## config.mk

```make
export PLATFORM = sky130hd
export DESIGN_NAME = clkcfg_init
export DESIGN_NICKNAME = d
export VERILOG_FILES = /design/src/rtl/clkcfg_pkg.sv /design/src/rtl/clkcfg_table.sv /design/src/rtl/clkcfg_shifter.sv /design/src/rtl/clkcfg_seq.sv /design/src/rtl/clkcfg_init.sv
export SDC_FILE = /design/constraint.sdc
export NUM_CORES = 1
export LEC_CHECK = 0
export ABC_AREA = 1
export BUFFER_PORTS_ARGS = -buffer_cell sky130_fd_sc_hd__buf_2
export CORE_MARGIN = 2
export CORE_UTILIZATION = 33
export CTS_CLUSTER_SIZE = 14
export DETAILED_ROUTE_END_ITERATION = 8
export GPL_TIMING_DRIVEN = 0
export HOLD_SLACK_MARGIN = 0.05
export SLEW_MARGIN = 20
export SYNTH_ARGS = -nofsm -noshare
export SYNTH_HDL_FRONTEND = slang
export SYNTH_SLANG_ARGS = --single-unit
export TNS_END_PERCENT = 20
```

## constraint.sdc

```tcl
create_clock -name clk -period 3.3 [get_ports clk]
set_input_delay 0.165 -clock clk [delete_from_list [all_inputs] [get_ports clk]]
set_output_delay 0.165 -clock clk [all_outputs]
set_load 0.03 [all_outputs]
```

## src/rtl/clkcfg_pkg.sv

```systemverilog
package clkcfg_pkg;
  localparam int FRAME_W   = 24;
  localparam int STEP_LAST = 2 * FRAME_W + 1;
  localparam logic [12:0] UPD_ADDR = 13'h05A;
  localparam logic [7:0]  UPD_DATA = 8'h01;

  typedef enum logic [1:0] {
    SQ_GAP    = 2'd0,
    SQ_LAUNCH = 2'd1,
    SQ_BUSY   = 2'd2,
    SQ_DONE   = 2'd3
  } seq_state_e;

  // write instruction: rw=0, count code 00 (one byte), 13-bit address, data byte
  function automatic logic [FRAME_W-1:0] make_write(input logic [12:0] addr,
                                                    input logic [7:0]  data);
    return {1'b0, 2'b00, addr, data};
  endfunction
endpackage

```

## src/rtl/clkcfg_table.sv

```systemverilog
module clkcfg_table
  import clkcfg_pkg::*;
#(
  parameter int ENTRIES = 8,
  parameter int IDX_W   = 4
) (
  input  logic [IDX_W-1:0]   idx_i,
  output logic [FRAME_W-1:0] frame_o
);
  logic [12:0] addr;
  logic [7:0]  data;
  logic [31:0] idx_ext;

  always_comb begin
    idx_ext = 32'(idx_i);
    if (idx_ext < 32'(ENTRIES)) begin
      addr = 13'(32'h010 + 32'd3 * idx_ext);
      data = 8'(32'd37 * idx_ext + 32'd5);
    end else begin
      addr = UPD_ADDR;
      data = UPD_DATA;
    end
    frame_o = make_write(addr, data);
  end
endmodule

```

## src/rtl/clkcfg_shifter.sv

```systemverilog
module clkcfg_shifter
  import clkcfg_pkg::*;
#(
  parameter int DIV_W = 8
) (
  input  logic               clk,
  input  logic               rst_n,
  input  logic [DIV_W-1:0]   div_i,
  input  logic               load_i,
  input  logic [FRAME_W-1:0] frame_i,
  output logic               busy_o,
  output logic               fin_o,
  output logic               cs_n_o,
  output logic               sclk_o,
  output logic               sdo_o
);
  localparam int CNT_W = $clog2(STEP_LAST + 1);
  localparam logic [CNT_W-1:0] LAST_C = CNT_W'(STEP_LAST);

  logic [CNT_W-1:0]   cnt_q, cnt_d;
  logic [FRAME_W-1:0] sreg_q, sreg_d;
  logic [DIV_W-1:0]   presc_q, presc_d;
  logic               tick;

  always_comb begin
    cnt_d   = cnt_q;
    sreg_d  = sreg_q;
    presc_d = presc_q;
    tick    = (presc_q == div_i);
    if (load_i) begin
      cnt_d   = CNT_W'(1);
      sreg_d  = frame_i;
      presc_d = '0;
    end else if (cnt_q == LAST_C) begin
      cnt_d = '0;
    end else if (cnt_q != '0) begin
      presc_d = tick ? '0 : presc_q + 1'b1;
      if (tick) begin
        cnt_d = cnt_q + 1'b1;
        if (!cnt_q[0]) sreg_d = sreg_q << 1;
      end
    end
  end

  always_ff @(posedge clk or negedge rst_n) begin
    if (!rst_n) begin
      cnt_q   <= '0;
      sreg_q  <= '0;
      presc_q <= '0;
    end else begin
      cnt_q   <= cnt_d;
      sreg_q  <= sreg_d;
      presc_q <= presc_d;
    end
  end

  assign busy_o = (cnt_q != '0);
  assign fin_o  = (cnt_q == LAST_C);
  assign cs_n_o = !busy_o || fin_o;
  assign sclk_o = ~cnt_q[0];
  assign sdo_o  = sreg_q[FRAME_W-1];


  load_start_chk: assert property (@(posedge clk) disable iff (!rst_n)
    load_i |=> (!cs_n_o && !sclk_o));

  fin_idle_chk: assert property (@(posedge clk) disable iff (!rst_n)
    fin_o |=> (cs_n_o && !busy_o));

  hold_between_ticks_chk: assert property (@(posedge clk) disable iff (!rst_n)
    (busy_o && !fin_o && !tick && !load_i) |=> ($stable(sdo_o) && $stable(sclk_o)));
endmodule

```

## src/rtl/clkcfg_seq.sv

```systemverilog
module clkcfg_seq
  import clkcfg_pkg::*;
#(
  parameter int ENTRIES  = 8,
  parameter int IDX_W    = 4,
  parameter int GAP_CLKS = 2
) (
  input  logic             clk,
  input  logic             rst_n,
  input  logic             busy_i,
  input  logic             fin_i,
  output logic             load_o,
  output logic [IDX_W-1:0] idx_o,
  output logic             done_o
);
  localparam int GC_W = $clog2(GAP_CLKS + 1);
  localparam logic [GC_W-1:0]  GAP_END = GC_W'(GAP_CLKS - 1);
  localparam logic [IDX_W-1:0] IDX_UPD = IDX_W'(ENTRIES);

  seq_state_e       st_q, st_d;
  logic [IDX_W-1:0] idx_q, idx_d;
  logic [GC_W-1:0]  gap_q, gap_d;

  always_comb begin
    st_d   = st_q;
    idx_d  = idx_q;
    gap_d  = gap_q;
    load_o = 1'b0;
    case (st_q)
      SQ_GAP: begin
        if (gap_q == GAP_END) begin
          gap_d = '0;
          st_d  = SQ_LAUNCH;
        end else begin
          gap_d = gap_q + 1'b1;
        end
      end
      SQ_LAUNCH: begin
        load_o = 1'b1;
        st_d   = SQ_BUSY;
      end
      SQ_BUSY: begin
        if (fin_i) begin
          if (idx_q == IDX_UPD) begin
            st_d = SQ_DONE;
          end else begin
            idx_d = idx_q + 1'b1;
            st_d  = SQ_GAP;
          end
        end
      end
      default: st_d = SQ_DONE;
    endcase
  end

  always_ff @(posedge clk or negedge rst_n) begin
    if (!rst_n) begin
      st_q  <= SQ_GAP;
      idx_q <= '0;
      gap_q <= '0;
    end else begin
      st_q  <= st_d;
      idx_q <= idx_d;
      gap_q <= gap_d;
    end
  end

  assign idx_o  = idx_q;
  assign done_o = (st_q == SQ_DONE);


  done_sticky_chk: assert property (@(posedge clk) disable iff (!rst_n)
    done_o |=> done_o);

  load_when_idle_chk: assert property (@(posedge clk) disable iff (!rst_n)
    load_o |-> !busy_i);

  no_load_after_done_chk: assert property (@(posedge clk) disable iff (!rst_n)
    done_o |-> !load_o);
endmodule

```

## src/rtl/clkcfg_init.sv

```systemverilog
module clkcfg_init
  import clkcfg_pkg::*;
#(
  parameter int TABLE_LEN = 8,
  parameter int DIV_W     = 8,
  parameter int GAP_CLKS  = 2
) (
  input  logic             clk,
  input  logic             rst_n,
  input  logic [DIV_W-1:0] div_i,
  output logic             cs_n_o,
  output logic             sclk_o,
  output logic             sdo_o,
  output logic             done_o
);
  localparam int IDX_W = $clog2(TABLE_LEN + 1);

  logic [IDX_W-1:0]   idx;
  logic [FRAME_W-1:0] frame;
  logic               load, busy, fin;

  clkcfg_table #(.ENTRIES(TABLE_LEN), .IDX_W(IDX_W)) u_table (
    .idx_i   (idx),
    .frame_o (frame)
  );

  clkcfg_seq #(.ENTRIES(TABLE_LEN), .IDX_W(IDX_W), .GAP_CLKS(GAP_CLKS)) u_seq (
    .clk    (clk),
    .rst_n  (rst_n),
    .busy_i (busy),
    .fin_i  (fin),
    .load_o (load),
    .idx_o  (idx),
    .done_o (done_o)
  );

  clkcfg_shifter #(.DIV_W(DIV_W)) u_shift (
    .clk     (clk),
    .rst_n   (rst_n),
    .div_i   (div_i),
    .load_i  (load),
    .frame_i (frame),
    .busy_o  (busy),
    .fin_o   (fin),
    .cs_n_o  (cs_n_o),
    .sclk_o  (sclk_o),
    .sdo_o   (sdo_o)
  );
endmodule

```

==> qor.txt, run 1 <==
Post-Synth XOR/XNOR Area: 0.03731
filler cell count: 978
Reg area: 1151 sq um
Clock Path Buffers: 2
Mapped Cells: 394
Worst VDD drop: 0.0001943 V
CP delay by family, top: adder cells
global-route wire length before repair: 11040 microns
Post-Syn Area: 3052 sq um
total gr overflow: 0
main combinational cell family by area after synthesis: simple AND/OR/NAND/NOR gates
Synth cell types: 35
commonest non-fill, non-tap cell in the layout: nand2_1
Worst Hold Margin: 407.8 ps
Post-route DRC: 0
worst-margin pin slew: 623.3 ps
Ys Warns: 0
Slew HR: 0.5845
Worst Hold Class: in2async
core area: 9109 sq um
ANT nets after route: 0
setup TNS: 0 ps
Via Count: 2546
Worst-path clk slew: 90 ps
hpwl dp: 4697 microns
Seq cells post-synth: 46
synthesis-to-layout area growth: 9.922%
drt pass-1 iters: 6
outcome: finished, final reports clean
Starting Density: 0.3350
root buf cell: clkbuf_8
Required @ worst endpoint: 3500 ps
critical-path cell with the highest stage delay: dfrtp_1
critical path capture point type: register
Simple-Gate Fraction of Synth Area: 0.3485
Worst Skew: 7.894 ps
vias in the first global route: 2420
Seq/Total Area, Yosys: 0.3772
fmax: 432.7 MHz
H-tree depth: 2
DIE WIDTH: 100.2 microns
post-detailed-route wirelength per cell: 11.99 microns
Adder-Cell Fraction of Synth Area: 0.1091
initial antenna violation count: 0
max-slew violations: 0
Die Ht: 100.2 microns
clk sinks: 46
Reg2Reg Depth: 13
n_diodes: 0
Tmin final: 2311 ps
multiplexer area fraction after synthesis: 0
crit path buf inv count: 2
share of the synthesized area in the top cell type: 0.3772
gr usage total: 0.1336
CP arrival: 2510 ps
Clk Latency, worst-skew pair: 300 ps
Post-Syn Nets: 430
critical path class: reg2reg
fraction of layout cells with a size suffix above 1: 0.1274
CP most frequent cell: nand2_1
Synth area leader: dfrtp_1
Critical R2R Capture: u_shift.sreg_q[7]$_DFFE_PN0P_
Reg-to-Reg Start: u_seq.idx_o[3]$_DFFE_PN0P_
Placement Setup Slack: 986.1 ps
Port-buffer cells: 13
Mean Syn Cell Area: 7.745 sq um
final worst setup slack: 988.8 ps
Area contributors post-synth: dfrtp_1 (38%), nand2_1 (15%), ha_1 (10%)
number of CTS-inserted buffers: 5
Final Cycle Share: 0.7004
commonest non-fill, non-tap cells in the layout: nand2_1 (122), dfrtp_1 (46), nand3_1 (41), inv_1 (39), ha_1 (25)
MaxCap Viol Count: 0
largest net degree at the start of global routing: 47
Initial DRC Count: 169
RePlAce Congestion: 0.8032
RSZ-0062 raised after global routing: false
CTS-repair resized insts: 0
Max stage delay on crit path: 470 ps
area occupied by multi-input gates: 1657 sq um
Via density: 4.831
Setup crit start kind: register
total die area: 10030 sq um
Worst Path Max Fanout: 6
post-CTS setup buffer count: 0
crit-path cells: inv_1 -> ha_1 -> inv_1 -> ha_1 -> ha_1 -> nand2_1 -> nor2_1 -> nor2_1 -> nand3_1 -> nand3_1 -> nand2_1 -> nand2_1 -> nand2_1
total I/O pin count: 14
row count: 35
final WL: 6321 microns
R2R Setup Slk: 990 ps
Leak Pwr: 1.876 nW
nets@finish: 451
TritonCTS clock tree: yes
Pwr Density: 427.3 nW/um^2
Setup violations, final: 0
Final Hold Vio Count: 0
Compound-Gate Fraction of Synth Area: 0.04797
Pwr Total: 0.001433 W
==> synth_stat cells <==
library cell and n:
buf_4 3, o22ai_1 1, nand3_1 41, dfrtp_1 46, nand3b_1 1, a21boi_0 1
clkinv_1 2, nand3_2 2, ha_1 25, nor2_1 24, nand2_4 2, xor2_1 8
o21ai_0 10, inv_1 39, o21ai_1 2, xnor2_1 5, nor2_2 3, buf_12 1
nand2_8 1, buf_6 2, nor3_1 2, o21bai_1 1, nor4_1 1, buf_2 2
clkbuf_1 1, a22o_1 2, nor3b_1 1, nor2_4 2, nand2_1 122, nand4_1 16
a21oi_1 8, nand2_2 12, fa_1 1, o21a_1 1, inv_2 3
==> worst max-delay path by stage <==
stage	startpoint	end	slack, ps	depth (start not counted)
floorplan	u_seq.idx_o[3]$_DFFE_PN0P_	u_shift.sreg_q[7]$_DFFE_PN0P_	1270	13
global placement	u_seq.idx_o[3]$_DFFE_PN0P_	u_shift.sreg_q[7]$_DFFE_PN0P_	1000	13
detailed placement	u_seq.idx_o[3]$_DFFE_PN0P_	u_shift.sreg_q[7]$_DFFE_PN0P_	990	13
CTS	u_seq.idx_o[3]$_DFFE_PN0P_	u_shift.sreg_q[7]$_DFFE_PN0P_	980	13
global route	u_seq.idx_o[3]$_DFFE_PN0P_	u_shift.sreg_q[7]$_DFFE_PN0P_	770	13
finish	u_seq.idx_o[3]$_DFFE_PN0P_	u_shift.sreg_q[7]$_DFFE_PN0P_	990	13
==> stage by stage <==
stage | instance area, sq um | util | cells
5_1_grt | 3354 | 0.3683 | 527
6_report | 3354 | 0.3683 | 527
4_1_cts | 3342 | 0.3669 | 526
2_1_floorplan | 3052 | - | 394
3_5_place_dp | 3256 | 0.3574 | 518
3_3_place_gp | 3256 | 0.3574 | 518
==> worst reg2reg max path, delay by kind of cell (launching register included) <==
kind                     cells  cell delay [ps]
AND/OR/NAND/NOR              8              640
adder cells (fa/ha/maj)      3              940
buffers and inverters        2              170
flip-flops                   1              470
==> where the power goes <==
part	leakage, nW	total [W]	switching (W)	internal [W]
Sequential	0.603	0.000692	0.0000688	0.000623
Combinational	1.23	0.000387	0.000243	0.000144
Clock	0.0452	0.000355	0.000205	0.000150
Total	1.88	0.00143	0.000516	0.000917
==> final cells by class <==
| class | instances | share of cell area |
|---|---|---|
| tap | 111 | 0.04140 |
| sequential | 46 | 0.3432 |
| timing repair buffer | 14 | 0.02313 |
| buffer | 9 | 0.02350 |
| clock buffer | 6 | 0.02163 |
| multi-input combinational | 295 | 0.4938 |
| clock inverter | 2 | 0.004103 |
| inverter | 44 | 0.04924 |
==> logic make-up (layout without fill, tap and decap cells) <==
logic type	after synthesis	in the layout
fa+ha+maj	26	26
flops	46	46
simple gates	230	230
buf+inv	53	75
xor+xnor	13	13
compound gates	26	26
==> timing repair <==
| action | 4_1_cts | 5_1_grt |
|---|---|---|
| hold endpoints to repair | 0 | 46 |
| hold buffers | 0 | 1 |
| endpoints found under the setup margin | 0 | 0 |
==> registers in the layout, indices dropped and copies added, names as in the netlist <==
name / flops
u_shift.sreg_q: 24
u_shift.presc_q: 8
u_shift.cnt_q: 6
u_seq.idx_o: 4
u_seq.gap_q: 2
u_seq.st_q: 2
==> per-layer routing <==
| layer | routed length (microns) | vias up | GRT usage |
|---|---|---|---|
| li1 | - | 1312 | - |
| met5 | 0 | - | 0 |
| met4 | 32 | 0 | 0.03267 |
| met1 | 3219 | 1187 | 0.1853 |
| met3 | 228 | 4 | 0.02298 |
| met2 | 2841 | 43 | 0.2173 |
No activity file was read; power rests on OpenSTA's default activity.
==> run 2: changes to the inputs <==
==> constraint.sdc (replaced) <==
create_clock -name clk -period 2.4 [get_ports clk]
set_input_delay 0.12 -clock clk [delete_from_list [all_inputs] [get_ports clk]]
set_output_delay 0.12 -clock clk [all_outputs]
set_load 0.03 [all_outputs]
==> run 2 against run 1 <==
Register-to-register slack worse by 750 ps. Clock skew up 1.6 ps. First-iteration DRC count grew 7.7%. Sequential share of layout area decreased by 0.23 points. Hold slack worse by 43 ps. Sequential power is 37% higher. Cell area increased by 0.90%. Via count hardly changed.
==> qor.txt, run 2 (synthesis gave the netlist of run 1 again) <==
outcome: finished, final reports clean
Starting Density: 0.3350
final WL: 6346 microns
Post-route DRC: 0
total gr overflow: 0
Tmin final: 2166 ps
ANT nets after route: 0
final worst setup slack: 234.2 ps
MaxCap Viol Count: 0
RePlAce Congestion: 0.8032
Clock Path Buffers: 2
Pwr Total: 0.001967 W
Slew HR: 0.5834
R2R Setup Slk: 230 ps
Via density: 4.809
number of CTS-inserted buffers: 5
row count: 35
synthesis-to-layout area growth: 10.91%
setup TNS: 0 ps
worst-margin pin slew: 624.9 ps
CP Launch Point: u_seq.idx_o[3]$_DFFE_PN0P_
post-detailed-route wirelength per cell: 12.00 microns
largest net degree at the start of global routing: 47
Worst Path Max Fanout: 6
fraction of layout cells with a size suffix above 1: 0.1388
nets@finish: 453
core area: 9109 sq um
Initial DRC Count: 182
Required @ worst endpoint: 2600 ps
Die Ht: 100.2 microns
critical path class: reg2reg
Via Count: 2544
Critical R2R Capture: u_shift.sreg_q[7]$_DFFE_PN0P_
Worst Skew: 9.510 ps
fmax: 461.7 MHz
hpwl dp: 4697 microns
DIE WIDTH: 100.2 microns
Worst VDD drop: 0.0002669 V
H-tree depth: 2
filler cell count: 978
Setup crit start kind: register
Port-buffer cells: 13
critical path capture point type: register
drt pass-1 iters: 5
Pwr Density: 581.3 nW/um^2
cell area after placement: 3256 sq um
Worst Hold Class: in2async
vias in the first global route: 2420
clk sinks: 46
commonest non-fill, non-tap cells in the layout: nand2_1 (122), dfrtp_1 (44), nand3_1 (41), inv_1 (39)
RSZ-0062 raised after global routing: false
Final Hold Vio Count: 0
Clk Latency, worst-skew pair: 300 ps
root buf cell: clkbuf_8
Worst-path clk slew: 90 ps
CP arrival: 2370 ps
Final Cycle Share: 0.9024
initial antenna violation count: 0
Final Cell Area: 3385 sq um
Setup violations, final: 0
total I/O pin count: 14
Leak Pwr: 1.881 nW
TritonCTS clock tree: yes
gr usage total: 0.1336
Placement Setup Slack: 86.15 ps
max-slew violations: 0
Reg2Reg Depth: 12
Reg-to-Reg Start: u_seq.idx_o[3]$_DFFE_PN0P_
max FFs per register: 24
largest register by flop count: u_shift.sreg_q
global-route wire length before repair: 11040 microns
n_diodes: 0
biggest regs: u_shift.sreg_q: 24 flops, u_shift.presc_q: 8 flops, u_shift.cnt_q: 6 flops
Setup crit end: u_shift.sreg_q[7]$_DFFE_PN0P_
total die area: 10030 sq um
commonest non-fill, non-tap cell in the layout: nand2_1
## run 2: cell count changes in the layout (fill, tap and decap cells not counted)
| cell | before | now |
|---|---|---|
| dfrtp_1 | 46 | 44 |
| ha_1 | 25 | 24 |
| ha_4 | 0 | 1 |
| dfrtp_2 | 0 | 2 |
| buf_4 | 4 | 6 |
## run 2: how the worst min path moves through the flow
| stage | cells past startpoint | endpoint | slack, ps |
|---|---|---|---|
| 2_1_floorplan | 0 | u_seq.gap_q[0]$_DFFE_PN0P_ | -180 |
| 4_1_cts | 1 | u_shift.presc_q[0]$_DFFE_PN0P_ | 50 |
| 3_3_place_gp | 1 | u_shift.cnt_q[1]$_DFFE_PN0P_ | 380 |
| 3_5_place_dp | 1 | u_shift.cnt_q[2]$_DFFE_PN0P_ | 390 |
| 6_report | 2 | u_shift.cnt_q[3]$_DFFE_PN0P_ | 360 |
| 5_1_grt | 2 | u_shift.presc_q[6]$_DFFE_PN0P_ | 420 |
## run 2: timing repair
action	CTS	global route
endpoints found under the hold margin	0	46
setup buffers	0	2
hold buffers	0	1
setup endpoints to repair	0	1
resized for setup	0	3
## run 2: layer usage
layer  vias up  part of all wire  wire length [microns]  GRT usage
met2        38              0.45                   2880     0.2173
met4         0            0.0050                     32    0.03267
li1       1314                 -                      -          -
met3         4             0.032                    201    0.02298
met5         -                 0                      0          0
met1      1188              0.51                   3231     0.1853
## run 2: final cells by class
class / count / area [sq um] / area share
multi-input combinational: 295 / 1669 / 0.4932
sequential: 46 / 1154 / 0.3409
inverter: 44 / 165.2 / 0.04880
tap: 111 / 138.9 / 0.04104
timing repair buffer: 16 / 92.59 / 0.02736
buffer: 9 / 78.83 / 0.02329
clock buffer: 6 / 72.57 / 0.02144
clock inverter: 2 / 13.76 / 0.004067
## run 2: critical path, stage by stage (launching register included)
cell and delay (ps):
dfrtp_2 460, buf_4 150, ha_1 170, ha_1 270, ha_1 360, nand2_1 90
nand2_1 50, nor2_1 140, nand3_1 90, nand3_1 100, nand2_1 90, nand2_1 70
nand2_1 40
## run 2: where the power goes
group,total (W),internal (W),switching [W]
sequential,0.000951,0.000857,0.0000944
combinational,0.000531,0.000198,0.000333
clock,0.000485,0.000206,0.000279
## run 2: metrics by stage
stage          cells  hold slack, ps  utilization
5_1_grt          529           416.8       0.3716
3_3_place_gp     518           382.7       0.3574
6_report         529           364.9       0.3716
3_5_place_dp     518           387.3       0.3574
2_1_floorplan    394          -175.6            -
4_1_cts          526           53.93       0.3669
==> run 3: changes to the inputs <==
--- a/config.mk
+++ b/config.mk
@@ -16,5 +16,6 @@
 export SLEW_MARGIN = 20
 export SYNTH_ARGS = -nofsm -noshare
 export SYNTH_HDL_FRONTEND = slang
+export SYNTH_HIERARCHICAL = 1
 export SYNTH_SLANG_ARGS = --single-unit
 export TNS_END_PERCENT = 20
==> run 3 against run 2 <==
Clock power grew 23%. Power grew 8.0%. Largest cell class unchanged. Combinational power grew 9.4%. Flip-flop and latch count is the same.
==> qor.txt, run 3 <==
gr usage total: 0.1291
total gr overflow: 0
post-detailed-route wirelength per cell: 10.68 microns
Worst Hold Margin: 364.5 ps
critical path capture point type: register
share of power burned in registers: 0.445
cell area after placement: 3628 sq um
Max stage delay on crit path: 460 ps
total die area: 11020 sq um
clk sinks: 46
n_diodes: 0
Slew HR: 0.5914
CP Launch Point: u_seq/idx_o[3]$_DFFE_PN0P_
MaxCap Viol Count: 0
Setup crit start kind: register
Worst Path Max Fanout: 9
row count: 36
Synth cell types: 33
clock network power share: 0.281
Worst Hold Class: in2reg
final WL: 6886 microns
Mapped Cells: 478
Die Ht: 105.0 microns
Required @ worst endpoint: 2650 ps
largest net degree at the start of global routing: 47
Via density: 4.470
root buf cell: clkbuf_8
Starting Density: 0.3426
Port-buffer cells: 13
synthesis-to-layout area growth: 13.02%
CP arrival: 2540 ps
most common cell in the netlist: nand2_1
Worst VDD drop: 0.0002806 V
Clock Path Buffers: 2
vias in the first global route: 2705
ys async rst share: 1.000
critical path class: reg2reg
largest register by flop count: u_shift/sreg_q
Via Count: 2883
critical-path cell with the highest stage delay: dfrtp_2
commonest non-fill, non-tap cell in the layout: nand2_1
P_int: 0.001407 W
Post-route DRC: 0
Synth area leader: dfrtp_1
Seq cells post-synth: 46
core area: 9819 sq um
Setup violations, final: 0
commonest cells in the netlist: nand2_1 (196), nand3_1 (51), dfrtp_1 (46), inv_1 (44), ha_1 (26)
max FFs per register: 24
Seq/Total Area, Yosys: 0.3421
max-slew violations: 0
Final Cycle Share: 0.9569
Comb power frac: 0.273
Ys Warns: 6
filler cell count: 1052
H-tree depth: 2
Worst Skew: 11.39 ps
Tmin final: 2297 ps
RSZ-0062 raised after global routing: false
Post-Syn Area: 3364 sq um
worst-margin pin slew: 613.0 ps
fmax: 435.4 MHz
commonest non-fill, non-tap cells in the layout: nand2_1 (196), nand3_1 (51), inv_1 (44), dfrtp_1 (43), ha_1 (25)
initial antenna violation count: 0
Initial DRC Count: 132
Mean Syn Cell Area: 7.039 sq um
final core utilization: 0.3872
Leak Pwr: 2.170 nW
number of CTS-inserted buffers: 5
RePlAce Congestion: 0.7920
Final Hold Vio Count: 0
share of the synthesized area in the top cell type: 0.3421
ANT nets after route: 0
TritonCTS clock tree: yes
setup TNS: 0 ps
total I/O pin count: 14
switching portion of total power: 0.3382
fraction of layout cells with a size suffix above 1: 0.1406
area occupied by multi-input gates: 1901 sq um
CP most frequent cell: nand2_1
Post-synth EDFFs: 0
global-route wire length before repair: 11850 microns
hpwl dp: 4931 microns
DIE WIDTH: 105.0 microns
biggest regs: u_shift/sreg_q: 24 flops, u_shift/presc_q: 8 flops, u_shift/cnt_q: 6 flops
Reg area: 1155 sq um
drt pass-1 iters: 4
outcome: finished, final reports clean
min-delay src: div_i[2]
Pwr Density: 558.9 nW/um^2
Reg-to-Reg Start: u_seq/idx_o[3]$_DFFE_PN0P_
Final Cell Area: 3802 sq um
nets@finish: 548
Clk Latency, worst-skew pair: 300 ps
Area contributors post-synth: dfrtp_1 (34%), nand2_1 (22%), ha_1 (9.7%)
Worst-path clk slew: 100 ps
Psw: 0.0007187 W
crit-path cells: inv_4 -> ha_1 -> inv_1 -> ha_1 -> ha_1 -> nand2_1 -> nor2_1 -> nor2_1 -> a21oi_1 -> nor2_2 -> nand2_1 -> nand2_1 -> nand3_1 -> nand2_1
Top FF cell, synth: dfrtp_1
-- run 3: cell count changes in the layout (fill, tap and decap cells not counted), moves of 5 or more --
cell,previous run,this run
nand2_1,122,196
nand2_2,12,1
buf_4,6,16
nand3_1,41,51
conb_1,0,9
nand4_1,16,8
inv_1,39,44
-- run 3: per-layer routing --
| metal | vias up | track usage | share of wire |
|---|---|---|---|
| met5 | - | 0 | 0 |
| met4 | 0 | 0.04571 | 0.0091 |
| met3 | 4 | 0.01934 | 0.024 |
| met2 | 30 | 0.2240 | 0.48 |
| met1 | 1308 | 0.1625 | 0.49 |
| li1 | 1541 | - | - |
-- run 3: final timing paths --
kind	to	slack, ps	cells after the start
max	u_shift/sreg_q[7]$_DFFE_PN0P_	100	14
min	u_shift/presc_q[5]$_DFFE_PN0P_	360	7
max reg2reg	u_shift/sreg_q[7]$_DFFE_PN0P_	100	14
min reg2reg	u_shift/sreg_q[23]$_DFFE_PN0P_	470	2
max in group asynchronous	u_seq/idx_o[1]$_DFFE_PN0P_	1590	2
min in group asynchronous	u_seq/idx_o[2]$_DFFE_PN0P_	370	2
-- run 3: what timing repair did --
item	in CTS	in global routing
setup endpoints to repair	3	3
hold endpoints to repair	46	0
buffers inserted	2	2
gates resized for setup	1	5
pin swaps	0	1
hold buffers	1	0
-- run 3: critical path, delay by kind of cell (launching register included) --
family,cells,cell delay [ps]
and+or+nand+nor,8,660
adders and majority gates,3,880
DFF,1,460
buffers and inverters,2,130
AOI/OAI and AO/OA,1,100
-- run 3: logic make-up (layout without fill, tap and decap cells) --
| family | after synthesis | in the layout | synth area share |
|---|---|---|---|
| AOI/OAI and AO/OA | 21 | 21 | 0.03682 |
| adders and majority gates | 27 | 27 | 0.1026 |
| DFF | 46 | 46 | 0.3421 |
| buffers and inverters | 75 | 101 | 0.1064 |
| other | 1 | 9 | 0.001115 |
| and+or+nand+nor | 295 | 295 | 0.3771 |
| xor gates and xnor gates | 13 | 13 | 0.03384 |
-- run 3: layout make-up --
cell class | instances | area share
Timing Repair Buffer | 18 | 0.02830
Clock inverter | 3 | 0.01152
Inverter | 52 | 0.05199
Tap cell | 133 | 0.04376
Buffer | 23 | 0.04278
Sequential cell | 46 | 0.3037
Clock buffer | 5 | 0.01810
Multi-Input combinational cell | 365 | 0.4998
-- run 3: metrics by stage --
| stage | setup slack [ps] | cells | power [W] |
|---|---|---|---|
| 5_1_grt | 11.25 | 645 | 0.002285 |
| 6_report | 103.4 | 645 | 0.002125 |
| 3_5_place_dp | -310.6 | 632 | 0.001545 |
| 3_3_place_gp | -257.3 | 632 | 0.001534 |
| 2_1_floorplan | 111.6 | 486 | 0.001407 |
| 4_1_cts | 5.173 | 643 | 0.002158 |
-- run 3: power by group through the flow --
stage | logic, W | registers [W] | clock network, W
global placement | 0.000574 | 0.000960 | 0
CTS | 0.000586 | 0.000947 | 0.000624
finish | 0.000581 | 0.000947 | 0.000598
detailed placement | 0.000582 | 0.000963 | 0
global route | 0.000668 | 0.000959 | 0.000659
floorplan | 0.000466 | 0.000941 | 0
